File: src/rtl/evt_irq_pkg.sv
package evt_irq_pkg;
  localparam int DATA_W  = 8;
  localparam int SB_DRDY = 0;
  localparam int SB_MST  = 3;
  localparam int SB_FOVF = 4;
  localparam logic [DATA_W-1:0] SB_MASK = 8'h19;

  typedef struct packed {
    logic       act_low;
    logic       open_drain;
    logic       latch;
    logic       any_rd_clr;
    logic       sync_low;
    logic       sync_en;
    logic [1:0] unused;
  } pin_cfg_t;
endpackage

File: src/rtl/evt_sync_edge.sv
module evt_sync_edge (
  input  logic clk_i,
  input  logic rst_ni,
  input  logic sync_i,
  input  logic low_i,
  input  logic en_i,
  output logic edge_o
);
  logic sync_q;

  always_ff @(posedge clk_i or negedge rst_ni) begin
    if (!rst_ni) sync_q <= 1'b0;
    else         sync_q <= sync_i;
  end

  // transition into the active level only
  assign edge_o = en_i & (low_i ? (sync_q & ~sync_i) : (~sync_q & sync_i));
endmodule

File: src/rtl/evt_sticky_reg.sv
module evt_sticky_reg #(
  parameter int W = 8
) (
  input  logic         clk_i,
  input  logic         rst_ni,
  input  logic [W-1:0] set_i,
  input  logic         clr_i,
  output logic [W-1:0] q_o
);
  always_ff @(posedge clk_i or negedge rst_ni) begin
    if (!rst_ni) q_o <= '0;
    else         q_o <= (clr_i ? '0 : q_o) | set_i;  // set beats clear
  end
endmodule

File: src/rtl/evt_pin_drv.sv
module evt_pin_drv #(
  parameter int PULSE_CLKS = 12500,
  localparam int CNT_W = $clog2(PULSE_CLKS + 1)
) (
  input  logic clk_i,
  input  logic rst_ni,
  input  logic trig_i,
  input  logic lat_act_i,
  input  logic latch_i,
  input  logic act_low_i,
  output logic pin_o
);
  logic [CNT_W-1:0] cnt_q;
  logic             active;

  always_ff @(posedge clk_i or negedge rst_ni) begin
    if (!rst_ni)            cnt_q <= '0;
    else if (trig_i)        cnt_q <= CNT_W'(PULSE_CLKS);
    else if (cnt_q != '0)   cnt_q <= cnt_q - 1'b1;
  end

  assign active = latch_i ? lat_act_i : (cnt_q != '0);
  assign pin_o  = active ^ act_low_i;
endmodule

File: src/rtl/evt_irq_ctrl.sv
module evt_irq_ctrl
  import evt_irq_pkg::*;
#(
  parameter int NUM_SLV = 5,
  parameter int ADDR_W  = 8,
  parameter logic [ADDR_W-1:0] STAT_ADDR = 'h1A,
  parameter logic [ADDR_W-1:0] MST_ADDR  = 'h19,
  parameter int CLK_MHZ  = 250,
  parameter int PULSE_US = 50
) (
  input  logic               clk_i,
  input  logic               rst_ni,
  input  logic               drdy_evt_i,
  input  logic               fifo_ovf_evt_i,
  input  logic [NUM_SLV-1:0] nack_evt_i,
  input  logic               arb_lost_evt_i,
  input  logic               s4_done_evt_i,
  input  logic               sync_i,
  input  logic [7:0]         pin_cfg_i,
  input  logic [7:0]         irq_en_i,
  input  logic               s4_irq_en_i,
  input  logic               rd_stb_i,
  input  logic [ADDR_W-1:0]  rd_addr_i,
  output logic               irq_pin_o,
  output logic               irq_od_o,
  output logic [7:0]         rd_data_o
);
  localparam int MST_W      = NUM_SLV + 3;
  localparam int ARB_BIT    = NUM_SLV;
  localparam int DONE_BIT   = NUM_SLV + 1;
  localparam int PASS_BIT   = NUM_SLV + 2;
  localparam int PULSE_CLKS = CLK_MHZ * PULSE_US;

  pin_cfg_t            cfg;
  logic                sync_hit;
  logic [MST_W-1:0]    mst_set, mst_q;
  logic [DATA_W-1:0]   stat_set, stat_q;
  logic                mst_hit, rd_any, clr_stat, clr_mst;

  assign cfg = pin_cfg_t'(pin_cfg_i);

  evt_sync_edge i_sync (
    .clk_i  (clk_i),
    .rst_ni (rst_ni),
    .sync_i (sync_i),
    .low_i  (cfg.sync_low),
    .en_i   (cfg.sync_en),
    .edge_o (sync_hit)
  );

  for (genvar g = 0; g < NUM_SLV; g++) begin : g_nack
    assign mst_set[g] = nack_evt_i[g];
  end
  assign mst_set[ARB_BIT]  = arb_lost_evt_i;
  assign mst_set[DONE_BIT] = s4_done_evt_i;
  assign mst_set[PASS_BIT] = sync_hit;

  assign mst_hit = irq_en_i[SB_MST] &
                   (|nack_evt_i | arb_lost_evt_i | (s4_done_evt_i & s4_irq_en_i) | sync_hit);

  always_comb begin
    stat_set          = '0;
    stat_set[SB_DRDY] = drdy_evt_i & irq_en_i[SB_DRDY];
    stat_set[SB_FOVF] = fifo_ovf_evt_i & irq_en_i[SB_FOVF];
    stat_set[SB_MST]  = mst_hit;
  end

  assign rd_any   = rd_stb_i & cfg.any_rd_clr;
  assign clr_stat = (rd_stb_i & (rd_addr_i == STAT_ADDR)) | rd_any;
  assign clr_mst  = (rd_stb_i & (rd_addr_i == MST_ADDR)) | rd_any;

  evt_sticky_reg #(.W(MST_W)) i_mst (
    .clk_i  (clk_i),
    .rst_ni (rst_ni),
    .set_i  (mst_set),
    .clr_i  (clr_mst),
    .q_o    (mst_q)
  );

  evt_sticky_reg #(.W(DATA_W)) i_stat (
    .clk_i  (clk_i),
    .rst_ni (rst_ni),
    .set_i  (stat_set),
    .clr_i  (clr_stat),
    .q_o    (stat_q)
  );

  evt_pin_drv #(.PULSE_CLKS(PULSE_CLKS)) i_pin (
    .clk_i     (clk_i),
    .rst_ni    (rst_ni),
    .trig_i    (|stat_set),
    .lat_act_i (|(stat_q & irq_en_i & SB_MASK)),
    .latch_i   (cfg.latch),
    .act_low_i (cfg.act_low),
    .pin_o     (irq_pin_o)
  );

  assign irq_od_o = cfg.open_drain;

  always_comb begin
    rd_data_o = '0;
    if (rd_addr_i == STAT_ADDR)     rd_data_o = stat_q;
    else if (rd_addr_i == MST_ADDR) rd_data_o = DATA_W'(mst_q);
  end
endmodule

File: config.mk
export PLATFORM = sky130hd
export DESIGN_NAME = evt_irq_ctrl
export DESIGN_NICKNAME = d
export VERILOG_FILES = /design/src/rtl/evt_irq_pkg.sv /design/src/rtl/evt_sync_edge.sv /design/src/rtl/evt_sticky_reg.sv /design/src/rtl/evt_pin_drv.sv /design/src/rtl/evt_irq_ctrl.sv
export SDC_FILE = /design/constraint.sdc
export NUM_CORES = 1
export LEC_CHECK = 0
export BUFFER_PORTS_ARGS = -buffer_cell sky130_fd_sc_hd__buf_2
export CORE_MARGIN = 5
export CORE_UTILIZATION = 49
export DETAILED_ROUTE_END_ITERATION = 8
export GPL_TIMING_DRIVEN = 0
export MAX_ROUTING_LAYER = met4
export PLACE_DENSITY = 0.79
export SETUP_SLACK_MARGIN = 0.5
export SLEW_MARGIN = 30
export SYNTH_ARGS = -nofsm -noshare
export SYNTH_HDL_FRONTEND = slang
export SYNTH_SLANG_ARGS = --single-unit
File: constraint.sdc
create_clock -name clk_i -period 2.8 [get_ports clk_i]
set_clock_uncertainty 0.1 [all_clocks]
set_input_delay 0.42 -clock clk_i [delete_from_list [all_inputs] [get_ports clk_i]]
set_output_delay 0.42 -clock clk_i [all_outputs]
set_load 0.01 [all_outputs]
After elaboration in Yosys (flattened, before gate mapping)
Cells that the tools add are included.
{"block": "word_totals", "output_inout_bits": 10, "input_bits": 38, "elab_cells": 41, "ram_bits": 0, "n_memories": 0, "latchBits": 0, "reg_bits": 31, "rom_bits": 0}
{"block": "op_classes", "multipliers": 0, "bitwise": 21, "eq_ne": 2, "n_reduce_logical": 5, "add_sub_neg": 1, "n_shift": 0, "n_div": 0, "n_mux": 8, "n_lt_le_gt_ge": 0}
{"operator": "$mux 8", "count": 4}
{"operator": "$mux 14", "count": 2}
{"operator": "$eq 8x5->1 const B", "count": 2}
{"operator": "$reduce_bool 14->1", "count": 1}
{"operator": "$sub 14x1->14 const B", "count": 1}
{"operator": "$and 1x1->1", "count": 10}
{"operator": "$or 8x5->8", "count": 1}
{"operator": "$or 8x8->8", "count": 1}
{"operator": "$reduce_or 3->1", "count": 2}
{"operator": "$and 5x5->5", "count": 1}
{"operator": "$or 1x1->1", "count": 5}
{"operator": "$reduce_or 5->1", "count": 1}
{"operator": "$mux 1", "count": 2}
{"operator": "$not 1->1", "count": 2}
{"operator": "$reduce_bool 2->1", "count": 1}
{"operator": "$xor 1x1->1", "count": 1}

Logic depth before layout (Yosys ltp)
{"block": "depth", "word_depth": 8, "depth_mapped": 7, "mapped_depth_nobuf": 6}

By module
From an unflattened synthesis, not the netlist that was laid out.
{"block": "unflattened", "hier_cells": 160, "hier_area_um2": 1619.1}
{"mod": "evt_pin_drv", "instances": 1, "cells_each": 82, "seq_area_each_um2": 350.3, "area_each_um2": 799.5}
{"mod": "evt_sticky_reg", "instances": 2, "cells_each": 17, "seq_area_each_um2": 200.2, "area_each_um2": 264.0}
{"mod": "evt_irq_ctrl", "instances": 1, "cells_each": 40, "seq_area_each_um2": 0.0, "area_each_um2": 242.7}
{"mod": "evt_sync_edge", "instances": 1, "cells_each": 4, "seq_area_each_um2": 25.0, "area_each_um2": 48.8}

Worst setup path after synthesis
Ideal clock, no wire load.
{"block": "synth_path", "kind": "register to register", "start": "reg i_pin.cnt_q[0]", "end": "reg i_pin.cnt_q[10]", "required_ps": 2605, "t_arrival_ps": 2075, "stages_incl_launch_ff": 7, "setup_time_ps": 95, "slack_ps": 530, "period_less_slack_ps": 2270, "n_path_buf": 0, "path_cell_list": "dfrtp_1 -> inv_1 -> ha_1 -> or4b_1 -> a31o_2 -> or4_2 -> a211oi_1"}
{"block": "synth_between", "elab_chain_cells": 3, "elab_cells_between_ends": 5, "cone_classes": "add/sub: 1; mux: 2; reduce/logical: 2"}
{"element": "from (decl)", "line": "evt_pin_drv.sv:13", "rtl": "logic [CNT_W-1:0] cnt_q;"}
{"element": "from (signal assigned)", "line": "evt_pin_drv.sv:18", "rtl": "else if (trig_i) cnt_q <= CNT_W'(PULSE_CLKS);"}
{"element": "from (signal assigned)", "line": "evt_pin_drv.sv:19", "rtl": "else if (cnt_q != '0) cnt_q <= cnt_q - 1'b1;"}
{"element": "$sub 14x1->14", "line": "evt_pin_drv.sv:19"}
{"element": "$mux 14", "line": "evt_pin_drv.sv:19"}
{"element": "$mux 14", "line": "evt_pin_drv.sv:18"}
Parallel ways exist; a longest one is shown, timed or not. The select of a mux whose other input is x is not followed.
A chain may end at the register's enable or synchronous reset.

Final worst setup path
{"block": "layout_path", "start": "reg i_pin.cnt_q[1]", "end": "reg i_pin.cnt_q[11]"}
Same word-level chain as after synthesis.

==> flow_metrics.env <==
export IMPL_synth_most_common_cell="dfrtp_1"
export IMPL_die_y_um=62.8
export IMPL_cts_buffer_depth=2
export IMPL_setup_worst_path_end_class="flip-flop"
export IMPL_gr_usage_all_layers_pct=18.6
export IMPL_syn_to_final_growth_pct=38.2
export IMPL_grt_busiest_layer="met2"
export IMPL_drt_total_wl_um=3640
export IMPL_hold_path_class="input port to flip-flop"
export IMPL_cts_htree_levels=1
export IMPL_met2_usage_pct=32.3
export IMPL_arrival_ns=2.55
export IMPL_cp_max_fo=5
export IMPL_pre_cts_slack_ns=0.185
export IMPL_required_ns=2.94
export IMPL_cts_made_buffers=3
export IMPL_tns_ns=0
export IMPL_ys_types=41
export IMPL_yosysSeqAreaShare_pct=47.7
export IMPL_cts_tree="done"
export IMPL_outcome="completed"
export IMPL_yosys_warnings=0
export IMPL_antenna_found_initial=0
export IMPL_cts_sinks=26
export IMPL_async_reset_ff_share_pct=100
export IMPL_rr_worst_depth=7
export IMPL_rows=19
export IMPL_synth_top_area_share_pct=47.7
export IMPL_insertedDiodeCount=0
export IMPL_die_area_mm2=0.00394
export IMPL_dpl_hpwl_um=2480
export IMPL_grtUsageMet1_pct=21.5
export IMPL_critPathKind="flip-flop to flip-flop"
export IMPL_period_share_pct=86.0
export IMPL_whs_path_depth=1
export IMPL_fin_ws_ns=0.393
export IMPL_ant_nets=0
export IMPL_synth_top_area_cell="dfrtp_1"
export IMPL_synthTopCellsByCount="26 x dfrtp_1, 8 x a21o_1, 8 x o21ai_0"
export IMPL_pwr_density_cell_mw_per_mm2=379
export IMPL_worstHoldEndpoint="i_sync.sync_q"
export IMPL_reg2reg_from="i_pin.cnt_q[1]"
export IMPL_synth_edf_count=0
export IMPL_hold_viol=0
export IMPL_core_area_mm2=0.00271
export IMPL_syn_cell_area_mm2=0.00136
export IMPL_drv_cap=0
export IMPL_place_gp_congestion=0.868
export IMPL_vdd_ir_drop_max_mv=0.292
export IMPL_holdCritStartpoint="sync_i"
export IMPL_final_max_slew_viol_count=0
export IMPL_worstMarginPinSlew_ns=0.621
export IMPL_drt_iter0_markers=70
export IMPL_grt_util_met3_pct=4.50
export IMPL_avgSynthCellArea_um2=10.6
export IMPL_reg2reg_to="i_pin.cnt_q[11]"
export IMPL_maxSlewHeadroom_pct=58.5
export IMPL_clkLatencyLatePin_ns=0.32
export IMPL_rrSetupSlack_ns=0.39
export IMPL_grt_max_degree=27
export IMPL_ys_seq_elements=26
export IMPL_nets=226
export IMPL_vias=1322
export IMPL_synthCells=129
export IMPL_start_kind="flip-flop"
export IMPL_fp_dieW_um=62.8
export IMPL_grt_overflow_total=0
export IMPL_period_minus_slack_ns=2.41
export IMPL_p_leak_nw=0.786
export IMPL_io_pin_count=48
export IMPL_drt_first_pass_iters=4
export IMPL_wl_per_cell_um=16.9
export IMPL_grt_pass1_vias=1298
export IMPL_rsz0062_at_grt="yes"
export IMPL_start_util_pct=50.3
export IMPL_synth_nets=169
export IMPL_finalSetupViolations=0
export IMPL_max_freq_mhz=416
export IMPL_route_detailed_drc=0
export IMPL_cts_clk_slew_worst_paths_ns=0.14
export IMPL_drive_gt1_share_pct=47.0
export IMPL_via_per_inst=6.12
export IMPL_yosys_top_cells_area="dfrtp_1 48%, a21o_1 4.4%, a211oi_1 3.9%, a22o_1 3.9%, o21ai_0 2.9%"
export IMPL_root_buffer="clkbuf_4"
export IMPL_synthFlopType="dfrtp_1"
export IMPL_grt_pass1_wl_um=5880
export IMPL_utilization_pct=69.5
export IMPL_port_buffers=39
==> placed cells by master (no fill, tap or decap), types with 4 or more instances in the layout <==
cell type | netlist | routed
o21ai_0 | 8 | 7
buf_4 | 1 | 12
or4_4 | 1 | 4
a22o_1 | 6 | 6
nand2_1 | 6 | 6
or3_1 | 6 | 4
dfrtp_1 | 26 | 23
o31ai_1 | 4 | 4
a211oi_2 | 0 | 4
and2_1 | 5 | 5
buf_2 | 1 | 40
nand4_1 | 5 | 5
a21o_1 | 8 | 8
==> power breakdown <==
group	internal (mW)	switching, mW
registers	0.395	0.0156
clock network	0.0795	0.111
logic	0.0557	0.0573
==> final cells by class <==
cell class,count,area (µm²)
multi-input cells,96,825
plain buffers,3,22.5
repair buffers,52,293
fillers,220,826
well taps,31,38.8
inverters,4,15.0
clock buffers,4,36.3
flip-flops and latches,26,654
==> state kept, by name, summed over array words and instances, names as in the netlist <==
register	cells
i_mst.q_o	8
i_sync.sync_q	1
i_pin.cnt_q	14
i_stat.q_o	3
==> what timing repair did <==
item                       CTS  global route
buffers inserted             9             2
gates cloned                 0             1
setup endpoints to repair    3            15
pin swaps                    7             8
gates resized for setup     16            16
hold buffers                 1             0
hold endpoints to repair    26             0
==> kinds of logic (layout without fill, tap and decap cells) <==
family                     Yosys count  count (layout)  synth area share, %
and+or+nand+nor                     49              49                 23.6
AOI/OAI and AO/OA                   43              43                 23.3
DFF                                 26              26                 47.7
buffers and inverters                7              63                 2.29
adders and majority gates            2               2                 1.83
xor gates and xnor gates             2               2                 1.28
==> how the worst max path moves through the flow <==
stage	start	endpoint	cells after the start
2_1_floorplan	i_pin.cnt_q[0]	i_pin.cnt_q[10]	6
3_3_place_gp	i_pin.cnt_q[0]	irq_pin_o	7
3_5_place_dp	i_pin.cnt_q[0]	irq_pin_o	7
4_1_cts	i_pin.cnt_q[1]	irq_pin_o	7
5_1_grt	i_pin.cnt_q[0]	irq_pin_o	7
6_report	i_pin.cnt_q[1]	i_pin.cnt_q[11]	7
==> layer usage <==
layer  share of wire, %  wire (µm)
met1                 40       1450
met2                 54       1960
met3                5.0        183
met4                1.4         52
met5                  0          0
==> through the flow <==
step           instance area [µm²]  hold WS (ns)  cells  total power [mW]
2_1_floorplan                 1360        0.0244    129             0.460
3_3_place_gp                  1600         0.347    199             0.504
3_5_place_dp                  1600         0.354    199             0.510
4_1_cts                       1800         0.106    213             0.713
5_1_grt                       1880         0.108    216             0.752
6_report                      1880         0.112    216             0.714
==> worst max-delay path: stages (launching register included) <==
cell and delay [ns]:
dfrtp_1 0.41, buf_4 0.14, buf_4 0.12, or3_4 0.33
or3_4 0.40, buf_6 0.14, or4_4 0.48, a211oi_2 0.20
Power figures use the tool's default switching activity.
